## config.mk

```make
export PLATFORM = sky130hd
export DESIGN_NAME = reg_bus_xcvr
export DESIGN_NICKNAME = d
export VERILOG_FILES = /design/src/rtl/reg_bus_xcvr.sv
export SDC_FILE = /design/constraint.sdc
export NUM_CORES = 1
export LEC_CHECK = 0
export BUFFER_PORTS_ARGS = -buffer_cell sky130_fd_sc_hd__buf_2
export CAP_MARGIN = 40
export CELL_PAD_IN_SITES_DETAIL_PLACEMENT = 1
export CELL_PAD_IN_SITES_GLOBAL_PLACEMENT = 1
export CORE_MARGIN = 1
export CORE_UTILIZATION = 36
export DETAILED_ROUTE_END_ITERATION = 8
export GPL_TIMING_DRIVEN = 0
export PLACE_DENSITY = 0.86
export SKIP_CTS_REPAIR_TIMING = 1
export SLEW_MARGIN = 15
export SYNTH_ARGS = -nofsm -noshare
export SYNTH_HDL_FRONTEND = slang
export SYNTH_SLANG_ARGS = --single-unit
```

## constraint.sdc

```tcl
create_clock -name clk -period 1.6 [get_ports clk]
set_clock_uncertainty 0.05 [all_clocks]
set_input_delay 0 -clock clk [delete_from_list [all_inputs] [get_ports clk]]
set_output_delay 0 -clock clk [all_outputs]
set_load 0.01 [all_outputs]
```

## src/rtl/reg_bus_xcvr.sv

```systemverilog
module reg_bus_xcvr #(
  parameter int W = 8
) (
  input  logic         clk,
  input  logic         rst,
  input  logic [W-1:0] a_pin_in,
  input  logic         a_pin_oe,
  input  logic [W-1:0] b_pin_in,
  input  logic         b_pin_oe,
  input  logic         stb_ab,
  input  logic         stb_ba,
  input  logic         use_reg_ab,
  input  logic         use_reg_ba,
  input  logic         drv_ab,
  input  logic         drv_ba_n,
  output logic [W-1:0] a_drive,
  output logic         a_drive_en,
  output logic [W-1:0] b_drive,
  output logic         b_drive_en,
  output logic [W-1:0] a_line,
  output logic [W-1:0] b_line,
  output logic [W-1:0] a_store,
  output logic [W-1:0] b_store,
  output logic         a_clash,
  output logic         b_clash
);

  logic [W-1:0] a_hold, b_hold, a_fixed, b_fixed;
  logic stb_ab_q, stb_ba_q, a_live, b_live;

  assign a_drive_en = ~drv_ba_n;
  assign b_drive_en = drv_ab;

  assign a_live = a_drive_en & ~use_reg_ba & ~a_pin_oe;
  assign b_live = b_drive_en & ~use_reg_ab & ~b_pin_oe;

  assign a_fixed = a_pin_oe ? a_pin_in : (a_drive_en & use_reg_ba) ? b_store : a_hold;
  assign b_fixed = b_pin_oe ? b_pin_in : (b_drive_en & use_reg_ab) ? a_store : b_hold;

  assign a_line = a_live ? (b_live ? a_hold : b_fixed) : a_fixed;
  assign b_line = b_live ? (a_live ? b_hold : a_fixed) : b_fixed;

  assign a_drive = use_reg_ba ? b_store : b_line;
  assign b_drive = use_reg_ab ? a_store : a_line;

  assign a_clash = a_pin_oe & a_drive_en;
  assign b_clash = b_pin_oe & b_drive_en;

  always_ff @(posedge clk) begin
    if (rst) begin
      a_store  <= '0;
      b_store  <= '0;
      a_hold   <= '0;
      b_hold   <= '0;
      stb_ab_q <= 1'b0;
      stb_ba_q <= 1'b0;
    end else begin
      a_hold   <= a_line;
      b_hold   <= b_line;
      stb_ab_q <= stb_ab;
      stb_ba_q <= stb_ba;
      if (stb_ab && !stb_ab_q) a_store <= a_line;
      if (stb_ba && !stb_ba_q) b_store <= b_line;
    end
  end


  reset_clear_chk: assert property (@(posedge clk) disable iff (rst)
    $past(rst) |-> (a_store == '0 && b_store == '0));


  a_capture_chk: assert property (@(posedge clk) disable iff (rst)
    (stb_ab && !stb_ab_q) |=> a_store == $past(a_line));


  a_keep_chk: assert property (@(posedge clk) disable iff (rst)
    (!stb_ab || stb_ab_q) |=> $stable(a_store));


  b_capture_chk: assert property (@(posedge clk) disable iff (rst)
    (stb_ba && !stb_ba_q) |=> b_store == $past(b_line));


  ext_wins_chk: assert property (@(posedge clk) disable iff (rst)
    (a_pin_oe |-> a_line == a_pin_in) and (b_pin_oe |-> b_line == b_pin_in));


  b_from_reg_chk: assert property (@(posedge clk) disable iff (rst)
    (b_drive_en && use_reg_ab && !b_pin_oe) |-> b_line == a_store);


  a_float_hold_chk: assert property (@(posedge clk) disable iff (rst)
    (!a_drive_en && !a_pin_oe && !$past(rst)) |-> a_line == $past(a_line));


  loop_hold_chk: assert property (@(posedge clk) disable iff (rst)
    (a_drive_en && b_drive_en && !use_reg_ab && !use_reg_ba &&
     !a_pin_oe && !b_pin_oe && !$past(rst))
    |-> (a_line == $past(a_line) && b_line == $past(b_line)));

endmodule

```

==> run summary <==
Setup TNS -> -0.5863 ns
Part of the power in registers -> 38.6%
Detailed Route WL -> 9.682 mm
Initial Util -> 37.59%
Unrepaired setup endpoints after global routing -> yes
TritonCTS clock tree -> built
Die width -> 81.10 um
Setup crit start kind -> register
Global-route wire length before repair -> 12.73 mm
Synth Area per Inst -> 8.131 um^2
Most frequent cells in the layout -> buf_2 (84), nand2_1 (38), buf_4 (25)
Worst Tran Pin Value -> 0.6517 ns
Top Family by Delay on Critical Path -> compound AO/OA/AOI/OAI gates
Min-Delay Path Class -> in -> reg
Non-filler cells, final -> 460
Via count -> 2735
Slew Limit Headroom -> 56.55%
Via density -> 5.946
DRC viols -> 0
CP Class -> reg -> out
Vias in the first global route -> 2422
Post-place instance area -> 0.002726 mm^2
FF/Latch Area -> 709.4 um^2
Crit-path max FO -> 4
Gr ovfl total -> 0
Initial antenna violation count -> 0
TritonCTS sink count -> 34
MaxCap Viol Count -> 0
ANT cells -> 0
Failing checks -> setup timing
Initial DRC count -> 238
IO buf count -> 75
Final slew viol count -> 0
Worst EP arrival -> 1.70 ns
Static Leakage -> 1.442 nW
Pwr Density -> 791.9 mW/mm^2
Filler cells -> 744
DRT Pass-1 Iters -> 5
CTS H-tree depth -> 2
GPL Wtd Cong -> 0.8450
Critical path endpoint category -> output port
Total Nets Final -> 410
Die footprint -> 0.006576 mm^2
Netlist cell types -> 37
Row count -> 28
Final WS setup -> -0.1451 ns
Power Internal -> 1.641 mW
Clock slew at reported path FFs -> 0.08 ns
Synth warn -> 0
Largest net degree at the start of global routing -> 12
CP required -> 1.55 ns
Final core occ -> 53.74%
Leading cell type in the layout, fill and taps excluded -> buf_2
Final hold vios -> 0
Total GRT Usage -> 25.98%
PnR Total Power -> 2.550 mW
Root buffer cell -> clkbuf_8
Clock buffer count from CTS -> 5
Post-detail-place hpwl -> 6.177 mm
Cell area after layout -> 0.003219 mm^2
Register bit total from synthesis -> 34
Fmax -> 573.0 MHz
Die Y-Extent -> 81.10 um
Outcome -> complete, but fails checks
Routed wire per std cell -> 21.05 um
Clock power frac -> 27.9%
Post-route ant nets -> 0
Fraction of layout cells with a size suffix above 1 -> 46.49%
Share of the yosys chip area belonging to registers -> 30.22%
Clk buf depth -> 2
VDD IR max -> 0.0005737 V
Tmin final -> 1.745 ns
Mapped Cells -> 277
Cell chain of the critical path -> and2b_1 -> o31ai_4 -> a21o_1 -> nand2_1 -> buf_2
Crit path buf inv count -> 1
Final period utilization -> 109.1%
Worst skew pair latency -> 0.30 ns
Worst stage delay on the critical path -> 0.34 ns
Core area -> 0.005991 mm^2
Inst Count DP -> 428
Slowest-stage cell, CP -> o31ai_4
Combinational share of power -> 33.4%
P_sw -> 0.9084 mW
Area delta synth->final -> 42.94%
Final Setup Violations -> 13
# IOs -> 78
Synth Net Count -> 303
Footprint of the multi-input gates -> 0.001629 mm^2
Switching share of total power -> 35.63%
Mapped Area -> 0.002252 mm^2
[synth_stat cells, drive strengths merged]
cell / n / area share [%]
nand4b: 1 / 0.39
buf: 15 / 3.8
o21bai: 15 / 5.0
nor2: 18 / 3.0
a21oi: 24 / 5.3
a311oi: 1 / 0.67
nand2: 39 / 6.6
dfxtp: 34 / 30
a21o: 8 / 3.0
o31ai: 8 / 7.2
inv: 2 / 0.33
and2: 9 / 2.5
and3: 8 / 2.2
or3: 1 / 0.28
nand3b: 8 / 2.7
o221ai: 8 / 3.1
nor3: 1 / 0.22
o21ai: 16 / 3.6
nor2b: 5 / 1.4
nand2b: 9 / 2.5
and2b: 7 / 2.3
nor3b: 1 / 0.83
a31oi: 15 / 4.7
clkbuf: 7 / 1.2
a2bb2oi: 16 / 6.8
clkinv: 1 / 0.17
[worst min-delay path, cell delays in order]
cell and delay, ns:
buf_2 0.17, o21bai_1 0.13, a31oi_1 0.04
[path summary, 6_finish.rpt]
check	start	end	slack, ns	depth (start not counted)
worst min-delay path	rst	b_store[7]	0.03	3
worst max-delay path	b_hold[6]	a_line[6]	-0.15	5
worst max register to register	b_hold[0]	a_store[0]	0.04	6
worst min register to register	b_store[7]	b_store[7]	0.50	2
[stage by stage]
stage               hold slack (ns)  setup slack, ns
floorplan                   0.04177           0.2915
global placement             0.1713          -0.2338
detailed placement           0.1763          0.01009
CTS                         -0.1282          -0.1814
global route                0.02418          -0.1742
finish                      0.02579          -0.1451
[sequential cells by signal, indices dropped and copies added, names as in the netlist]
name	count
a_hold	8
a_store	8
b_hold	8
b_store	8
stb_ab_q	1
stb_ba_q	1
[kinds of logic after synthesis]
family	synth area share, %
compound gates	39.33
simple gates	24.94
flops	30.22
buf+inv	5.499
[power by group through the flow]
stage | clock, mW | sequential, mW | combinational [mW]
finish | 0.712 | 0.985 | 0.853
global route | 0.748 | 0.991 | 0.909
CTS | 0.693 | 0.968 | 0.700
detailed placement | 0 | 0.987 | 0.698
global placement | 0 | 0.983 | 0.676
floorplan | 0 | 0.985 | 0.424
[cell type report]
cell class                 count  share of cell area (%)
buffer                        22                   3.576
clock buffer                   6                   2.565
clock inverter                 2                  0.3887
inverter                       3                  0.3498
multi-input combinational    218                   50.60
sequential                    34                   22.04
tap                           75                   2.915
timing repair buffer         100                   17.57
[layer usage]
metal	part of all wire [%]	track usage (%)	up-vias	routed length [um]
met5	0	0	-	0
met4	1.6	5.714	0	156
met3	7.0	3.146	22	675
met2	49	44.37	137	4697
met1	43	34.79	1348	4153
li1	-	-	1228	-
Power figures use the tool's default switching activity.
